<file path="src/rtl/burst_pkg.sv">
package burst_pkg;

    localparam int DEF_ADDR_W  = 18;
    localparam int DEF_BURST_W = 2;

    // Decoded action for one clock edge
    typedef enum logic [2:0] {
        CMD_KEEP  = 3'd0,   // clock enable inactive: freeze everything
        CMD_LOAD  = 3'd1,   // capture new start address, restart count
        CMD_ABORT = 3'd2,   // capture attempted while deselected: end burst
        CMD_STEP  = 3'd3,   // advance live burst
        CMD_IDLE  = 3'd4    // advance requested with no live burst
    } seq_cmd_e;

    function automatic seq_cmd_e decode_cmd(logic clken_n, logic adv_ld,
                                            logic sel_ok, logic live);
        if (clken_n)      return CMD_KEEP;
        else if (!adv_ld) return sel_ok ? CMD_LOAD : CMD_ABORT;
        else              return live ? CMD_STEP : CMD_IDLE;
    endfunction

endpackage

</file>
<file path="src/rtl/burst_cmd_dec.sv">
module burst_cmd_dec
    import burst_pkg::*;
(
    input  logic     clken_n,
    input  logic     adv_ld,
    input  logic     sel_ok,
    input  logic     live,
    output seq_cmd_e cmd
);

    always_comb begin
        cmd = decode_cmd(clken_n, adv_ld, sel_ok, live);
    end

endmodule

</file>
<file path="src/rtl/burst_state_reg.sv">
module burst_state_reg
    import burst_pkg::*;
#(
    parameter int ADDR_W  = DEF_ADDR_W,
    parameter int BURST_W = DEF_BURST_W
) (
    input  logic               clk,
    input  logic               rst,
    input  seq_cmd_e           cmd,
    input  logic [ADDR_W-1:0]  ext_addr,
    output logic [ADDR_W-1:0]  base_q,
    output logic [BURST_W-1:0] cnt_q,
    output logic               live_q
);

    typedef struct packed {
        logic [ADDR_W-1:0]  base;
        logic [BURST_W-1:0] cnt;
        logic               live;
    } seq_state_t;

    seq_state_t cur, nxt;

    always_comb begin
        nxt = cur;
        unique case (cmd)
            CMD_LOAD: begin
                nxt.base = ext_addr;
                nxt.cnt  = '0;
                nxt.live = 1'b1;
            end
            CMD_ABORT: nxt.live = 1'b0;
            CMD_STEP:  nxt.cnt  = cur.cnt + 1'b1;   // wraps naturally
            default:   nxt = cur;
        endcase
    end

    always_ff @(posedge clk) begin
        if (rst) begin
            cur <= '0;
        end else begin
            cur <= nxt;
        end
    end

    assign base_q = cur.base;
    assign cnt_q  = cur.cnt;
    assign live_q = cur.live;

endmodule

</file>
<file path="src/rtl/burst_addr_form.sv">
module burst_addr_form
    import burst_pkg::*;
#(
    parameter int ADDR_W  = DEF_ADDR_W,
    parameter int BURST_W = DEF_BURST_W
) (
    input  logic               mode_ilv,
    input  logic [ADDR_W-1:0]  base,
    input  logic [BURST_W-1:0] cnt,
    output logic [ADDR_W-1:0]  addr
);

    logic [BURST_W-1:0] start_bits;
    logic [BURST_W-1:0] low_lin;
    logic [BURST_W-1:0] low_ilv;
    logic [BURST_W-1:0] low_sel;

    assign start_bits = base[BURST_W-1:0];
    assign low_lin    = start_bits + cnt;

    genvar b;
    generate
        for (b = 0; b < BURST_W; b++) begin : g_ilv_bit
            assign low_ilv[b] = start_bits[b] ^ cnt[b];
        end
    endgenerate

    assign low_sel = mode_ilv ? low_ilv : low_lin;

    generate
        if (ADDR_W > BURST_W) begin : g_upper
            assign addr = {base[ADDR_W-1:BURST_W], low_sel};
        end else begin : g_narrow
            assign addr = low_sel[ADDR_W-1:0];
        end
    endgenerate

endmodule

</file>
<file path="src/rtl/burst_addr_seq.sv">
module burst_addr_seq
    import burst_pkg::*;
#(
    parameter int ADDR_W  = DEF_ADDR_W,
    parameter int BURST_W = DEF_BURST_W
) (
    input  logic              clk,
    input  logic              rst,
    input  logic              clken_n,
    input  logic              adv_ld,
    input  logic              sel_ok,
    input  logic              mode_ilv,
    input  logic [ADDR_W-1:0] ext_addr,
    output logic [ADDR_W-1:0] acc_addr
);

    seq_cmd_e           cmd;
    logic [ADDR_W-1:0]  base_q;
    logic [BURST_W-1:0] cnt_q;
    logic               burst_live;

    burst_cmd_dec u_dec (
        .clken_n (clken_n),
        .adv_ld  (adv_ld),
        .sel_ok  (sel_ok),
        .live    (burst_live),
        .cmd     (cmd)
    );

    burst_state_reg #(.ADDR_W(ADDR_W), .BURST_W(BURST_W)) u_state (
        .clk      (clk),
        .rst      (rst),
        .cmd      (cmd),
        .ext_addr (ext_addr),
        .base_q   (base_q),
        .cnt_q    (cnt_q),
        .live_q   (burst_live)
    );

    burst_addr_form #(.ADDR_W(ADDR_W), .BURST_W(BURST_W)) u_form (
        .mode_ilv (mode_ilv),
        .base     (base_q),
        .cnt      (cnt_q),
        .addr     (acc_addr)
    );

endmodule

</file>
<file path="config.mk">
export PLATFORM = sky130hd
export DESIGN_NAME = burst_addr_seq
export DESIGN_NICKNAME = d
export VERILOG_FILES = /design/src/rtl/burst_pkg.sv /design/src/rtl/burst_cmd_dec.sv /design/src/rtl/burst_state_reg.sv /design/src/rtl/burst_addr_form.sv /design/src/rtl/burst_addr_seq.sv
export SDC_FILE = /design/constraint.sdc
export NUM_CORES = 1
export LEC_CHECK = 0
export ABC_CLOCK_PERIOD_IN_PS = 1100
export BUFFER_PORTS_ARGS = -buffer_cell sky130_fd_sc_hd__buf_2
export CORE_ASPECT_RATIO = 1.4
export CORE_UTILIZATION = 45
export CTS_CLUSTER_DIAMETER = 40
export DETAILED_ROUTE_END_ITERATION = 8
export GPL_TIMING_DRIVEN = 0
export PLACE_DENSITY_LB_ADDON = 0.3
export SETUP_SLACK_MARGIN = 0.3
export SLEW_MARGIN = 30
export SYNTH_ARGS = -nofsm -noshare
export SYNTH_HDL_FRONTEND = slang
export SYNTH_SLANG_ARGS = --single-unit
</file>
<file path="constraint.sdc">
create_clock -name clk -period 1.1 [get_ports clk]
set_input_delay 0 -clock clk [delete_from_list [all_inputs] [get_ports clk]]
set_output_delay 0 -clock clk [all_outputs]
set_load 0.02 [all_outputs]
</file>
==> flow_summary_export.csv, run 1 <==
group,metric,value,unit
hold_path,hold_start,"sel_ok",
power,power_density,872.5,nW/um^2
synth,synth-warning-count,0,
cells_and_area,fin_util,87.97,%
synth,ys_seq_elements,21,
floorplan,chipHeight,56.71,um
timing,layout_setup_ws,-0.1458,ns
global_route,gr-total-overflow,0,
timing,final-setup-viol-count,3,
synth,synth_ff_type,"dfxtp_1",
clock_tree,clk_latency,0.30,ns
worst_setup_path,arrival,1.25,ns
clock_tree,h-tree-depth,1,
status,violations,"setup timing",
detailed_routing,initialDrtViolationCount,27,
timing,rsz0062_at_grt,"yes",
synth,netlist_area,962.2,um^2
detailed_routing,wl,2562,um
floorplan,rows,19,
timing,timing.hold.ws,0.03508,ns
power,p_leak,0.7745,nW
worst_setup_path,rr_startpoint,"u_state.cnt_q[0]",
synth,synth_nets,122,
floorplan,core_area,1997,um^2
timing,worstMarginPinSlew,0.4356,ns
synth,ys_seq_area_share,43.69,%
worst_setup_path,worstPathMaxFanout,2,
status,outcome,"complete, but fails checks",
placement,dp_hpwl,1377,um
placement,routabilityCongestion,0.6953,
worst_setup_path,critPathLaunch,"u_state.cnt_q[0]",
worst_setup_path,cp-end-kind,"primary output",
detailed_routing,viasPerCell,4.740,
detailed_routing,vias,910,
worst_setup_path,start_kind,"flip-flop",
worst_setup_path,critPathKind,"reg -> out",
clock_tree,clock-root-buffer,"clkbuf_4",
global_route,grt_antenna_before_repair,0,
synth,synth_edf_count,0,
detailed_routing,firstDrtPassIters,4,
timing,max_slew_margin,70.96,%
timing,period_needed,1.246,ns
floorplan,pin_count,42,
floorplan,dieWidth,41.08,um
clock_tree,clock_sinks,21,
detailed_routing,drc_errors,0,
timing,skew,0.001047,ns
floorplan,start_util,48.18,%
timing,finalCritPeriodShare,113.3,%
detailed_routing,wl_per_cell,13.34,um
timing,finalSetupTns,-0.2168,ns
global_route,grt_use_total,22.82,%
cells_and_area,mostFrequentLayoutCells,"buf_6 (35), buf_2 (23), dlygate4sd3_1 (20)",
hold_path,min_path_type,"in -> reg",
clock_tree,cts_buffers,3,
timing,final_hold_viol_count,0,
synth,netlist-cell-type-count,19,
power,finalPower,1.533,mW
cells_and_area,num_antenna_cells,0,
clock_tree,cts_tree,"yes",
job,maxCapViolCount,0,
worst_setup_path,required,1.10,ns
timing,drv_slew,0,
global_route,grt_max_degree,12,
detailed_routing,ant_nets,0,
clock_tree,clk_pin_slew,0.12,ns
global_route,grt_first_pass_wirelength,3567,um
placement,port_buffers,41,
cells_and_area,mostFrequentLayoutCell,"buf_6",
synth,syn_avg_cell_area,9.919,um^2
timing,max_freq,802.7,MHz
power,vdd_ir_drop_max,0.8907,mV
clock_tree,clockBufferDepth,2,
cells_and_area,drive_above_1_share,56.73,%
cells_and_area,final_net_count,197,
synth,async_flop_share,0,%
global_route,grt_pass1_vias,919,
floorplan,die_area,2330,um^2
placement,dpl_cell_area,1231,um^2
synth,synth_cells,97,
cells_and_area,syn_to_final_growth,82.57,%
cells_and_area,design_area,1757,um^2
==> state kept, by name, indices dropped and copies added (netlist names) <==
signal	flops
u_state.base_q	18
u_state.cnt_q	2
u_state.live_q	1
==> cell families (layout without fill, tap and decap cells) <==
family | Yosys count | after routing | synth area share [%]
AOI/OAI and AO/OA | 8 | 8 | 4.681
xor gates and xnor gates | 2 | 2 | 1.821
adders and majority gates | 1 | 1 | 1.300
buffers and inverters | 22 | 96 | 17.30
DFF | 21 | 21 | 43.69
muxes | 18 | 18 | 18.73
and+or+nand+nor | 25 | 25 | 12.48
==> what timing repair did <==
| action | in CTS | in global routing |
|---|---|---|
| hold endpoints to repair | 20 | 0 |
| setup buffers | 2 | 7 |
| pin swaps | 6 | 1 |
| hold buffers | 20 | 0 |
| endpoints found under the setup margin | 20 | 24 |
| gates cloned | 0 | 0 |
| gates resized for setup | 74 | 0 |
==> report_power, final <==
group / total, mW / internal, mW / switching [mW]
combinational: 0.349 / 0.217 / 0.132
sequential: 0.806 / 0.787 / 0.0187
clock: 0.378 / 0.141 / 0.236
==> final cells by class <==
class	instances	area, um^2
timing repair buffer	70	598.1
sequential	21	446.7
multi-input combinational	54	432.9
fill	99	240.2
buffer	21	222.7
clock buffer	4	26.28
tap	21	26.28
inverter	1	3.754
==> cell usage after synthesis (2+ instances only) <==
library cell | count | area [um^2]
nand2_1 | 2 | 7.510
buf_4 | 16 | 120.1
mux2i_1 | 18 | 180.2
nor2b_1 | 2 | 12.51
nor2_1 | 18 | 67.56
a21oi_1 | 3 | 15.01
dfxtp_1 | 21 | 420.4
xnor2_1 | 2 | 17.52
clkbuf_1 | 3 | 11.26
o21ai_0 | 3 | 15.01
==> path summary, 6_finish.rpt <==
| check | slack [ns] | cells after the start | endpoint |
|---|---|---|---|
| max | -0.15 | 4 | acc_addr[1] |
| max reg2reg | -0.04 | 5 | u_state.cnt_q[1] |
| min | 0.04 | 4 | u_state.cnt_q[0] |
| min reg2reg | 0.51 | 2 | u_state.base_q[6] |
==> per-stage QoR <==
stage / setup WS (ns) / instances
6_report: -0.1458 / 192
5_1_grt: -0.2003 / 192
4_1_cts: -0.1449 / 185
3_5_place_dp: 0.0004367 / 159
3_3_place_gp: 0.05125 / 159
2_1_floorplan: 0.2667 / 97
==> routing by layer <==
| metal | global-route usage, % | vias to the layer above | wire (um) |
|---|---|---|---|
| met3 | 3.162 | 4 | 104 |
| met1 | 20.85 | 422 | 913 |
| met4 | 10.00 | 0 | 45 |
| met5 | 0 | - | 0 |
| met2 | 43.30 | 33 | 1498 |
| li1 | - | 451 | - |
==> critical path, cell delays in order (launching register included) <==
cell and delay, ns:
dfxtp_4 0.38, ha_4 0.12, nor2b_4 0.18, xnor2_4 0.13, buf_6 0.13
Power figures use the tool's default switching activity.
==> run 2: changes to the inputs <==
--- a/config.mk
+++ b/config.mk
@@ -5,15 +5,16 @@
 export SDC_FILE = /design/constraint.sdc
 export NUM_CORES = 1
 export LEC_CHECK = 0
-export ABC_CLOCK_PERIOD_IN_PS = 1100
+export ABC_CLOCK_PERIOD_IN_PS = 1450
 export BUFFER_PORTS_ARGS = -buffer_cell sky130_fd_sc_hd__buf_2
 export CORE_ASPECT_RATIO = 1.4
-export CORE_UTILIZATION = 45
+export CORE_UTILIZATION = 49
 export CTS_CLUSTER_DIAMETER = 40
 export DETAILED_ROUTE_END_ITERATION = 8
 export GPL_TIMING_DRIVEN = 0
 export PLACE_DENSITY_LB_ADDON = 0.3
 export SETUP_SLACK_MARGIN = 0.3
+export SKIP_LAST_GASP = 1
 export SLEW_MARGIN = 30
 export SYNTH_ARGS = -nofsm -noshare
 export SYNTH_HDL_FRONTEND = slang
==> constraint.sdc (replaced) <==
create_clock -name clk -period 1.45 [get_ports clk]
set_input_delay 0 -clock clk [delete_from_list [all_inputs] [get_ports clk]]
set_output_delay 0 -clock clk [all_outputs]
set_load 0.02 [all_outputs]
==> flow_summary_export.csv, run 2 (synthesized netlist as in run 1, its figures left out) <==
group,metric,value,unit
detailed_routing,wl,2116,um
worst_setup_path,crit_path_top_delay_cell,"dfxtp_2",
detailed_routing,drc_errors,0,
worst_setup_path,cp-end-kind,"primary output",
power,power_density,741.5,nW/um^2
timing,worstMarginPinSlew,0.4514,ns
cells_and_area,largest_reg_flops,18,
clock_tree,cts_buffers,3,
worst_setup_path,crit_chain,"ha_4 > nor2b_4 > xnor2_2 > buf_4",
global_route,grt_max_degree,12,
timing,final_hold_viol_count,0,
detailed_routing,ant_nets,0,
clock_tree,cts_tree,"yes",
floorplan,pin_count,42,
floorplan,dieWidth,39.45,um
job,maxCapViolCount,0,
clock_tree,clock_sinks,21,
status,outcome,"finished clean",
global_route,grt_pass1_vias,882,
detailed_routing,wl_per_cell,11.50,um
global_route,grt_first_pass_wirelength,3312,um
timing,layout_setup_ws,0.2438,ns
worst_setup_path,critPathKind,"reg -> out",
timing,rsz0062_at_grt,"yes",
worst_setup_path,crit_buf_inv,1,
cells_and_area,final_net_count,190,
cells_and_area,num_antenna_cells,0,
timing,max_freq,829.0,MHz
floorplan,die_area,2147,um^2
timing,final-setup-viol-count,0,
placement,port_buffers,41,
timing,finalSetupTns,0,ns
timing,drv_slew,0,
floorplan,chipHeight,54.43,um
cells_and_area,mostFrequentLayoutCells,"buf_2 (39), dlygate4sd3_1 (21), buf_4 (19), dfxtp_1 (19)",
timing,skew,0.008725,ns
floorplan,start_util,53.40,%
detailed_routing,vias,866,
cells_and_area,mostFrequentLayoutCell,"buf_2",
clock_tree,clockBufferDepth,2,
global_route,gr-total-overflow,0,
cells_and_area,multiInputGateArea,410.4,um^2
hold_path,min_path_type,"in -> reg",
timing,finalCritPeriodShare,83.19,%
worst_setup_path,max_stage_delay,0.37,ns
power,p_leak,0.6932,nW
cells_and_area,regArea,422.9,um^2
floorplan,core_area,1802,um^2
cells_and_area,syn_to_final_growth,53.71,%
worst_setup_path,path_delay_family,"flip-flops",
power,vdd_ir_drop_max,0.6538,mV
global_route,grt_antenna_before_repair,0,
placement,routabilityCongestion,0.6686,
cells_and_area,fill_cells,117,
cells_and_area,drive_above_1_share,43.29,%
timing,period_needed,1.206,ns
detailed_routing,firstDrtPassIters,2,
worst_setup_path,required,1.45,ns
worst_setup_path,start_kind,"flip-flop",
clock_tree,clk_latency,0.31,ns
clock_tree,h-tree-depth,1,
worst_setup_path,arrival,1.21,ns
detailed_routing,initialDrtViolationCount,5,
clock_tree,clk_pin_slew,0.11,ns
detailed_routing,viasPerCell,4.707,
timing,max_slew_margin,69.90,%
global_route,grt_use_total,22.71,%
placement,dp_worst_setup_slack,0.3877,ns
clock_tree,clock-root-buffer,"clkbuf_4",
floorplan,rows,18,
placement,dp_hpwl,1331,um
worst_setup_path,worstPathMaxFanout,2,
-- run 2: changes by cell type in the layout (fill, tap and decap cells not counted) --
cell | previous run | this run
buf_12 | 2 | 1
buf_2 | 23 | 39
buf_4 | 8 | 19
buf_6 | 35 | 1
dfxtp_1 | 2 | 19
dfxtp_2 | 18 | 2
dfxtp_4 | 1 | 0
dlygate4sd3_1 | 20 | 21
nor3b_1 | 0 | 1
nor3b_4 | 1 | 0
o21ai_0 | 1 | 2
o21ai_1 | 2 | 1
xnor2_2 | 1 | 2
xnor2_4 | 1 | 0
-- run 2: worst min-delay path, cell delays in order --
cell and delay [ns]:
buf_2 0.12, o21bai_1 0.09, nand2_1 0.07, a21oi_1 0.06
-- run 2: area by class of cell --
type                       instances  area share [%]
multi-input combinational         54           27.75
timing repair buffer              63           28.93
clock buffer                       4           1.777
tap                               20           1.692
buffer                            21           11.00
inverter                           1          0.2538
sequential                        21           28.60
-- run 2: worst paths after layout --
path | startpoint | endpoint | slack (ns) | cells past startpoint
worst max-delay path | u_state.cnt_q[0] | acc_addr[1] | 0.24 | 4
worst min-delay path | adv_ld | u_state.cnt_q[0] | 0.05 | 4
worst max register to register | u_state.cnt_q[0] | u_state.cnt_q[1] | 0.42 | 4
worst min register to register | u_state.base_q[15] | u_state.base_q[15] | 0.51 | 2
-- run 2: metrics by stage --
step / hold WS, ns / cells / util [%] / area, um^2 / power [mW]
2_1_floorplan: 0.06907 / 97 / - / 962.2 / 0.7190
3_3_place_gp: 0.1977 / 158 / 66.18 / 1192 / 0.7738
3_5_place_dp: 0.2029 / 158 / 66.18 / 1192 / 0.7795
4_1_cts: 0.03383 / 184 / 81.11 / 1461 / 1.105
5_1_grt: 0.06611 / 184 / 82.08 / 1479 / 1.148
6_report: 0.04950 / 184 / 82.08 / 1479 / 1.097
-- run 2: repair_timing --
action | CTS | global route
setup buffers | 1 | 0
gates resized for setup | 7 | 4
endpoints found under the hold margin | 20 | 0
hold buffers | 21 | 0
pin swaps | 2 | 1
endpoints found under the setup margin | 2 | 3
-- run 2: routing by layer --
metal,global-route usage (%),vias up,share of wire [%]
met5,0,-,0
met4,8.621,0,1.0
met3,3.659,4,4.1
met2,48.36,32,58
met1,18.83,392,37
li1,-,438,-
-- run 2: power breakdown --
part | internal (mW) | switching (mW) | leakage (nW) | total (mW)
registers | 0.596 | 0.0121 | 0.172 | 0.608
logic | 0.124 | 0.0877 | 0.507 | 0.212
clock network | 0.107 | 0.170 | 0.0150 | 0.277
total | 0.827 | 0.269 | 0.693 | 1.10
